==> src/rtl/smb_blkbuf.sv <==
module smb_blkbuf #(
  parameter int DEPTH = 32,
  parameter int CNT_W = 8,
  parameter int DW    = 8
) (
  input  logic             clk,
  input  logic             rst_n,
  input  logic             cfg_buffered,
  input  logic             cfg_i2c,
  input  logic             cfg_pec,
  input  logic             cfg_ackctl,
  input  logic             cmd_start,
  input  logic             cmd_write,
  input  logic [CNT_W-1:0] cmd_count,
  input  logic             irq_clr,
  input  logic             host_wr,
  input  logic [DW-1:0]    host_wdata,
  input  logic             host_rd,
  output logic [DW-1:0]    host_rdata,
  output logic             irq,
  output logic             err,
  output logic             busy,
  output logic             tx_valid,
  output logic [DW-1:0]    tx_data,
  input  logic             tx_ready,
  input  logic             rx_valid,
  input  logic [DW-1:0]    rx_data,
  output logic             rx_ready
);
  localparam int PW = $clog2(DEPTH);

  logic [DW-1:0]    mem [DEPTH];
  logic [PW-1:0]    eptr, hptr;
  logic [CNT_W-1:0] rem;
  logic             busy_q, irq_q, err_q, wr_q, bm_q;

  wire          bm        = busy_q ? bm_q : cfg_buffered;
  wire [PW-1:0] hidx      = bm ? hptr : '0;
  wire [PW-1:0] eidx      = bm_q ? eptr : '0;
  wire          host_ok   = !busy_q || irq_q;
  wire          hwr       = host_wr && host_ok;
  wire          hrd       = host_rd && host_ok;
  wire          bad_cfg   = cmd_write && cfg_i2c && (cfg_pec || cfg_ackctl);
  wire          can_start = cmd_start && !busy_q && !irq_q;
  wire          start_ok  = can_start && (cmd_count != '0) && !bad_cfg;
  wire          start_bad = can_start && !start_ok;
  wire          xfer      = busy_q && !irq_q && (wr_q ? tx_ready : rx_valid);
  wire          last      = rem == CNT_W'(1);
  wire          chunk_end = !bm_q || (eptr == PW'(DEPTH-1));

  assign host_rdata = mem[hidx];
  assign tx_data    = mem[eidx];
  assign tx_valid   = busy_q && wr_q && !irq_q;
  assign rx_ready   = busy_q && !wr_q && !irq_q;
  assign irq        = irq_q;
  assign err        = err_q;
  assign busy       = busy_q;

  always_ff @(posedge clk) begin
    if (hwr) mem[hidx] <= host_wdata;
    else if (xfer && !wr_q) mem[eidx] <= rx_data;
  end

  always_ff @(posedge clk) begin
    if (!rst_n) begin
      busy_q <= 1'b0;
      irq_q  <= 1'b0;
      err_q  <= 1'b0;
      wr_q   <= 1'b0;
      bm_q   <= 1'b0;
      rem    <= '0;
      eptr   <= '0;
      hptr   <= '0;
    end else begin
      if (xfer) begin
        rem  <= rem - CNT_W'(1);
        eptr <= eptr + PW'(1);
        if (last || chunk_end) begin
          irq_q <= 1'b1;
          hptr  <= '0;
          if (last) busy_q <= 1'b0;
        end
      end else if (hwr || hrd) begin
        hptr <= hptr + PW'(1);
      end
      if (irq_clr) begin
        err_q <= 1'b0;
        if (irq_q) begin
          irq_q <= 1'b0;
          eptr  <= '0;
          hptr  <= '0;
        end
      end
      if (start_ok) begin
        busy_q <= 1'b1;
        wr_q   <= cmd_write;
        bm_q   <= cfg_buffered;
        rem    <= cmd_count;
        eptr   <= '0;
        hptr   <= '0;
      end
      if (start_bad) err_q <= 1'b1;
    end
  end
endmodule


==> config.mk <==
export PLATFORM = sky130hd
export DESIGN_NAME = smb_blkbuf
export DESIGN_NICKNAME = d
export VERILOG_FILES = /design/src/rtl/smb_blkbuf.sv
export SDC_FILE = /design/constraint.sdc
export NUM_CORES = 1
export LEC_CHECK = 0
export ABC_AREA = 0
export BUFFER_PORTS_ARGS = -buffer_cell sky130_fd_sc_hd__buf_2
export CAP_MARGIN = 20
export CORE_UTILIZATION = 60
export DETAILED_ROUTE_END_ITERATION = 12
export GPL_TIMING_DRIVEN = 1
export PLACE_DENSITY = 0.78
export SETUP_SLACK_MARGIN = 0.2
export SLEW_MARGIN = 40
export SYNTH_ARGS = -nofsm -noshare
export SYNTH_HDL_FRONTEND = slang
export SYNTH_SLANG_ARGS = --single-unit
==> constraint.sdc <==
create_clock -name clk -period 3.4 [get_ports clk]
set_clock_uncertainty 0.1 [all_clocks]
set_input_delay 0.34 -clock clk [delete_from_list [all_inputs] [get_ports clk]]
set_output_delay 0.34 -clock clk [all_outputs]
set_load 0.1 [all_outputs]
Yosys cells after proc, flatten, opt, wreduce, memory -nomap -nowiden

Memory sizes are Yosys's and may differ from the RTL's.
Index checks and enable logic that the tools add are counted.
Widths: inputs -> output; s select.

Output and inout bits: 21
Flip-flop bits (word level): 23
Memories kept: 1
Bits in read-only memories: 0
Memory bits (writable): 256
Latch bits: 0

Memories:

| memory | depth | bits a word | rd ports | clocked after memory_dff | write ports | RTL line | RTL |
|---|---|---|---|---|---|---|---|
| mem    | 32    | 8           | 2        | 0                        | 1           | 32       | `logic [DW-1:0] mem [DEPTH];` |

Equality and inequality tests: 2
$mul: 0
$add $sub $neg: 3
Div/mod/pow operators: 0
Reduce and logical (&&, ||, !) cells: 35
Shift operators: 0
Magnitude comparators: 0
Multiplexer cells: 32
Bitwise operators: 1

Operator list:

| kind                | number |
|---|---|
| $mux 5              | 11 |
| $mux 8              | 3 |
| $mux 1              | 18 |
| $logic_and 1x1->1   | 16 |
| $add 5x1->5 const B | 2 |
| $eq 8x1->1 const B  | 1 |
| $reduce_bool 2->1   | 4 |
| $reduce_bool 8->1   | 1 |
| $reduce_or 8->1     | 1 |
| $sub 8x1->8 const B | 1 |
| $logic_not 1->1     | 6 |
| $eq 5x5->1 const B  | 1 |
| $logic_or 1x1->1    | 5 |
| $reduce_and 3->1    | 1 |
| $reduce_or 2->1     | 1 |
| $not 1->1           | 1 |

Logic depth before layout (Yosys ltp)

Gate-level depths: netlist of run 1.

Word-level depth: 9
Gate-level depth with buffers: 9
Mapped depth without buffers: 7

Least setup slack after synthesis of run 1

No wires, ideal clock.

Kind: reg2out
Start point: reg busy_q, in the netlist busy
End point: out host_rdata[7]
Setup slack: -1053 ps
Stages on the path, launching flop included: 8
Arrival: 4013 ps
Buffers on the path: 3
Cell sequence: dfxtp_1 -> clkbuf_2 -> mux2_2 -> buf_2 -> nand2_1 -> buf_1 -> o211ai_1 -> a31oi_1

Cells in the longest elaborated chain, start to end: 3

Ends and longest elaborated chain:

| what                   | RTL line | RTL |
|---|---|---|
| start, declared        | 35       | `logic busy_q, irq_q, err_q, wr_q, bm_q;` |
| start signal, assigned | 66       | `busy_q <= 1'b0;` |
| start signal, assigned | 81       | `if (last) busy_q <= 1'b0;` |
| start signal, assigned | 95       | `busy_q <= 1'b1;` |
| $mux 1                 | 37       | `wire bm = busy_q ? bm_q : cfg_buffered;` |
| $mux 5                 | 38       | `wire [PW-1:0] hidx = bm ? hptr : '0;` |
| $mem_v2 32x8           | -        |  |
| end, declared          | 19       | `output logic [DW-1:0] host_rdata,` |

Every way passes these cells.

Final worst setup path of run 1

Start point: reg eptr[2]
End point: out tx_data[7]

Cells in the longest elaborated chain, start to end: 2

Ends and longest elaborated chain:

| what                   | RTL line | RTL |
|---|---|---|
| start, declared        | 33       | `logic [PW-1:0] eptr, hptr;` |
| start signal, assigned | 77       | `eptr <= eptr + PW'(1);` |
| $mux 5                 | 39       | `wire [PW-1:0] eidx = bm_q ? eptr : '0;` |
| $mem_v2 32x8           | -        |  |
| end, declared          | 24       | `output logic [DW-1:0] tx_data,` |

Every way passes these cells.

==> flow_summary_export.csv, run 1 <==
group,metric,value,unit
run_status,status,"finished, violations left",
run_status,violations,"hold timing",
setup_path,cp.arrival,2790,ps
power_and_ir_drop,power_switching,2.39,mW
setup_path,critical_path.top_delay_family,"compound AO/OA/AOI/OAI gates",
floorplanning,initial_core_util,61.1,%
finish,final_cell_mix,"edfxtp_1 (256), nand2_1 (79), buf_4 (74)",
route,drcViolationCount,0,
power_and_ir_drop,p_seq_share,44.0,%
synth,yosys.area_share.simple,10.2,%
synth,yosysUniqueCellTypes,68,
sta,post-route-min-period,3230,ps
cts,clockBufferDepth,3,
power_and_ir_drop,p_comb_share,18.9,%
power_and_ir_drop,power.share.switching,27.2,%
power_and_ir_drop,p_leak,5.54,nW
finish,fillers,1355,
setup_path,path_class,"reg2out",
sta,tns,0,ps
finish,diodes,0,
synth,synth_compound_area_share,15.1,%
global_routing,antenna_found_initial,0,
cts,clk_latency,560,ps
sta,slew_headroom,56.8,%
finish,areaGrowthSynthToFinish,22.2,%
route,routed_wl,43200,um
cts,htree_levels,1,
setup_path,startpoint_type,"register",
cts,cts-root-buf,"clkbuf_16",
global_routing,grt.overflow.total,0,
synth,ys_top_cells_by_area,"edfxtp_1 (56%), mux4_2 (7.0%), dfxtp_1 (3.3%)",
synth,synth_top_family_by_area,"compound AO/OA/AOI/OAI gates",
cts,cts_tree,"yes",
floorplanning,pin_count,58,
synth,synth.area.mux_share,12.1,%
synth,syn_nets,1104,
power_and_ir_drop,p_per_area,522,nW/um^2
sta,hold_violations,1,
route,wl_per_cell,29.1,um
setup_path,cp_num_buf_inv,1,
synth,synth-seq-cells,279,
sta,rsz0062_at_grt,"yes",
setup_path,cp_slowest_cell,"or2_2",
setup_path,crit_required,2960,ps
cts,cts_buffers,28,
min_path,hp-class,"in2reg",
synth,synthAdderAreaFrac,0.454,%
synth,synth_xor_area_share,0.191,%
sta,max_clock_freq,0.309,GHz
floorplanning,die_y,154,um
setup_path,end_kind,"output port",
floorplanning,die_area,23600,um^2
floorplanning,design.core.area,22600,um^2
setup_path,crit_fanout,14,
finish,final_common_cell,"edfxtp_1",
global_routing,first_global_vias,10000,
sta,report.final.slew_viol_count,0,
placement,gp_routability_congestion,0.979,
cts,clock_sink_count,279,
route,ant_nets,0,
job,max-cap-violations,0,
sta,worst_pin_slew,647,ps
route,vias,11000,
synth,synth_top_area_cell,"edfxtp_1",
route,vias_per_cell,7.38,
floorplanning,fp.dieW,154,um
finish,final_cells,1484,
sta,setup_violations,0,
placement,placed_cells,1405,
floorplanning,rows,55,
sta,finalCritPeriodShare,95.1,%
setup_path,regToRegSetupSlack,720,ps
power_and_ir_drop,irDropWorstVdd,0.000463,V
setup_path,crit_chain,"or2_2 -> a21oi_1 -> o22ai_1 -> a211oi_2 -> o311a_1 -> buf_12",
global_routing,grt_max_degree,36,
cts,path_clk_slew,60,ps
synth,yosysWarningCount,0,
route,drt_iter0_markers,2164,
synth,synth-edff-count,256,
synth,syn_area,13800,um^2
synth,async_flop_share,0,%
synth,synthCells,1062,
route,dr.pass1.iters,7,
global_routing,grt_use_total,34.9,%
finish,fin_nets,1220,
placement,dp_hpwl,27000,um
synth,yosysTopAreaCellShare,55.8,%
synth,ys_seq_area_share,59.1,%
finish,drive_gt1_share,30.8,%
global_routing,grt_pass1_wl,61200,um
synth,synth_area_per_cell,13.0,um^2
power_and_ir_drop,intPower,6.39,mW
sta,hold_slack,-4.14,ps
power_and_ir_drop,clkPwrFrac,37.1,%
placement,port_buffers,57,
synth,yosys_most_used_dff,"edfxtp_1",
setup_path,cpPeakStageDelay,470,ps
==> power groups by stage <==
stage | Combinational (mW) | Sequential [mW] | Clock (mW)
3_3_place_gp | 1.38 | 3.95 | 0
6_report | 1.66 | 3.87 | 3.26
4_1_cts | 1.47 | 3.87 | 3.25
5_1_grt | 1.70 | 3.87 | 3.38
2_1_floorplan | 0.909 | 3.94 | 0
3_5_place_dp | 1.40 | 3.95 | 0
==> registers in the layout, indices dropped and copies added, names as in the netlist <==
register / count
mem: 256
rem: 8
eptr: 5
hptr: 5
bm_q: 1
busy: 1
err: 1
irq: 1
wr_q: 1
==> cells in the mapped netlist (21+ instances only) <==
cell type / instances
mux2i_1: 27
buf_2: 29
dfxtp_1: 23
mux4_2: 43
nand2b_1: 21
nand2_1: 82
clkbuf_1: 46
a211oi_1: 29
o221ai_1: 40
mux2_2: 38
o21ai_0: 27
nor2_1: 66
nand3_1: 33
o22ai_1: 31
nor3_1: 25
edfxtp_1: 256
a21oi_1: 50
==> final cells by class <==
class | instances | area (um^2) | area share (%)
timing repair buffer | 169 | 1670 | 9.93
inverter | 9 | 33.8 | 0.201
sequential | 279 | 8170 | 48.5
clock inverter | 20 | 229 | 1.36
clock buffer | 31 | 733 | 4.35
tap | 285 | 357 | 2.12
multi-input combinational | 691 | 5650 | 33.5
==> through the flow <==
step | setup WS (ps) | util, % | instance area, um^2 | power [mW] | hold WS (ps)
after floorplan | 232 | - | 13800 | 4.85 | 344
after global placement | 358 | 66.6 | 15000 | 5.33 | 354
after CTS | 173 | 72.0 | 16300 | 8.59 | 2.83
after global routing | 110 | 74.6 | 16800 | 8.96 | 25.2
after detailed placement | 252 | 66.7 | 15000 | 5.35 | 367
final | 166 | 74.6 | 16800 | 8.79 | -4.14
==> worst register-to-register path: cells and delay by family (launching register included) <==
family          cells  cell delay [ps]
buf+inv             1              200
flops               1              430
compound gates      1              460
simple gates        3              790
mux                 1              400
==> final timing paths <==
check,to,cells past startpoint,from
worst min-delay path,rem[3],3,rst_n
worst max register to register,mem[5][1],6,busy
worst max-delay path,tx_data[7],6,eptr[2]
worst min register to register,rem[4],2,rem[4]
==> layer usage <==
layer	track usage, %	vias to the layer above	share of wire [%]
li1	-	4535	-
met1	51.1	5281	36
met2	52.6	960	45
met3	5.72	182	14
met4	13.9	0	4.8
met5	0	-	0
==> cells by family (layout without fill, tap and decap cells) <==
group | after synthesis | after routing
AO/OA/AOI/OAI | 287 | 287
XOR/XNOR | 3 | 3
adder cells (fa/ha/maj) | 5 | 5
buffers and inverters | 92 | 229
flip-flops | 279 | 279
multiplexers | 108 | 108
AND/OR/NAND/NOR | 288 | 288
==> timing repair <==
| action | in CTS | in global routing |
|---|---|---|
| gates resized for setup | 29 | 78 |
| setup buffers | 6 | 10 |
| hold buffers | 6 | 0 |
| pin swaps | 3 | 22 |
| hold endpoints to repair | 6 | 0 |
| endpoints found under the setup margin | 16 | 15 |
| gates cloned | 1 | 5 |
(Power assumes the default switching activity.)
==> run 2: changes to the inputs <==
--- a/config.mk
+++ b/config.mk
@@ -12,7 +12,7 @@
 export DETAILED_ROUTE_END_ITERATION = 12
 export GPL_TIMING_DRIVEN = 1
 export PLACE_DENSITY = 0.78
-export SETUP_SLACK_MARGIN = 0.2
+export SETUP_SLACK_MARGIN = 0.4
 export SLEW_MARGIN = 40
 export SYNTH_ARGS = -nofsm -noshare
 export SYNTH_HDL_FRONTEND = slang
==> flow_summary_export.csv, run 2 (synthesis gave the netlist of run 1 again) <==
group,metric,value,unit
floorplanning,die_area,23600,um^2
route,drt_iter0_markers,2078,
route,drcViolationCount,0,
cts,cts_buffers,29,
global_routing,grt_max_degree,36,
sta,worst_pin_slew,703,ps
run_status,status,"finished clean",
power_and_ir_drop,p_per_area,517,nW/um^2
route,dr.pass1.iters,7,
sta,report.final.slew_viol_count,0,
placement,port_buffers,57,
sta,slew_headroom,53.1,%
placement,gp_routability_congestion,1.01,
global_routing,grt_pass1_wl,67700,um
finish,final_common_cell,"edfxtp_1",
sta,post-route-min-period,3320,ps
setup_path,path_class,"reg2out",
floorplanning,initial_core_util,61.1,%
floorplanning,pin_count,58,
setup_path,crit_required,2960,ps
cts,clk_latency,550,ps
finish,drive_gt1_share,33.7,%
finish,fin_nets,1259,
global_routing,grt_use_total,38.9,%
setup_path,crit_fanout,20,
global_routing,first_global_vias,10900,
route,vias,11300,
cts,clockBufferDepth,3,
route,vias_per_cell,7.38,
power_and_ir_drop,p_leak,5.82,nW
route,wl_per_cell,30.0,um
power_and_ir_drop,total_power,9.00,mW
floorplanning,die_y,154,um
finish,top_register,"mem",
min_path,hp-class,"in2reg",
finish,final_cell_mix,"edfxtp_1 (256), buf_4 (102), nand2_1 (79)",
route,routed_wl,45800,um
floorplanning,design.core.area,22600,um^2
floorplanning,rows,55,
sta,rsz0062_at_grt,"yes",
global_routing,grt.overflow.total,0,
placement,dp_hpwl,27000,um
floorplanning,fp.dieW,154,um
cts,cts-root-buf,"clkbuf_16",
sta,finalCritPeriodShare,97.6,%
finish,areaGrowthSynthToFinish,26.5,%
finish,diodes,0,
route,ant_nets,0,
sta,setup_violations,0,
job,max-cap-violations,0,
setup_path,end_kind,"output port",
global_routing,antenna_found_initial,0,
power_and_ir_drop,irDropWorstVdd,0.000497,V
sta,hold_violations,0,
cts,clock_sink_count,279,
sta,max_clock_freq,0.301,GHz
cts,cts_tree,"yes",
setup_path,cp.arrival,2880,ps
cts,path_clk_slew,60,ps
cts,htree_levels,1,
sta,tns,0,ps
finish,reg.largest.list,"mem: 256 flops, rem: 8 flops",
setup_path,startpoint_type,"register",
finish,largest_register_ffs,256,
run 2: cell types whose count changed in the layout (fill, tap and decap cells not counted), moves of 5 or more:
cell       delta
buf_12       +10
buf_4        +28
buf_6         -8
buf_8         +5
bufbuf_16     +5
clkbuf_16     -5
run 2: area by class of cell:
cell class,count,area (um^2)
multi-input cells,691,5680
clock buffers,33,741
fillers,1265,5140
well taps,285,357
clock inverters,20,277
repair buffers,207,2170
flip-flops and latches,279,8170
inverters,9,37.5
run 2: what timing repair did:
action,CTS,global route
pin swaps,24,11
hold endpoints to repair,7,0
hold buffers,7,0
buffers inserted,33,8
setup endpoints to repair,21,16
gates cloned,6,0
gates resized for setup,82,44
run 2: worst max-delay path, cell delays in order (launching register included):
cell	delay (ps)
dfxtp_4	400
buf_12	150
buf_4	140
bufbuf_16	290
and3_1	190
a211oi_1	500
o22ai_2	190
o32a_4	280
buf_12	170
run 2: final timing paths:
path / from / cells past startpoint / endpoint / slack [ps]
worst min-delay path: cmd_count[1] / 3 / rem[1] / 20
worst min register to register: rem[0] / 2 / rem[0] / 390
worst max register to register: busy / 7 / mem[17][0] / 580
worst max-delay path: hptr[0] / 8 / host_rdata[3] / 80
run 2: metrics by stage:
stage | setup slack [ps] | util [%] | cell area, um^2 | hold WS (ps) | std cells
floorplan | 402 | - | 13800 | 344 | 1062
global placement | 386 | 67.1 | 15100 | 354 | 1417
detailed placement | 340 | 67.1 | 15200 | 377 | 1417
CTS | 243 | 76.1 | 17200 | 0.128 | 1516
global route | 111 | 77.2 | 17400 | 23.9 | 1524
finish | 83.2 | 77.2 | 17400 | 17.6 | 1524
run 2: routing by layer:
layer  routed length, um  vias to the layer above  track usage, %
met1               15500                     5308            51.6
li1                    -                     4617               -
met5                  78                        -            2.28
met3                7150                      247            12.5
met2               20300                     1080            58.5
met4                2670                        2            17.8
run 2: power breakdown:
| group | leakage, nW | switching (mW) | total (mW) | internal (mW) |
|---|---|---|---|---|
| sequential | 2.50 | 0.0437 | 3.87 | 3.82 |
| clock | 0.497 | 1.34 | 3.42 | 2.09 |
| combinational | 2.82 | 1.04 | 1.72 | 0.675 |
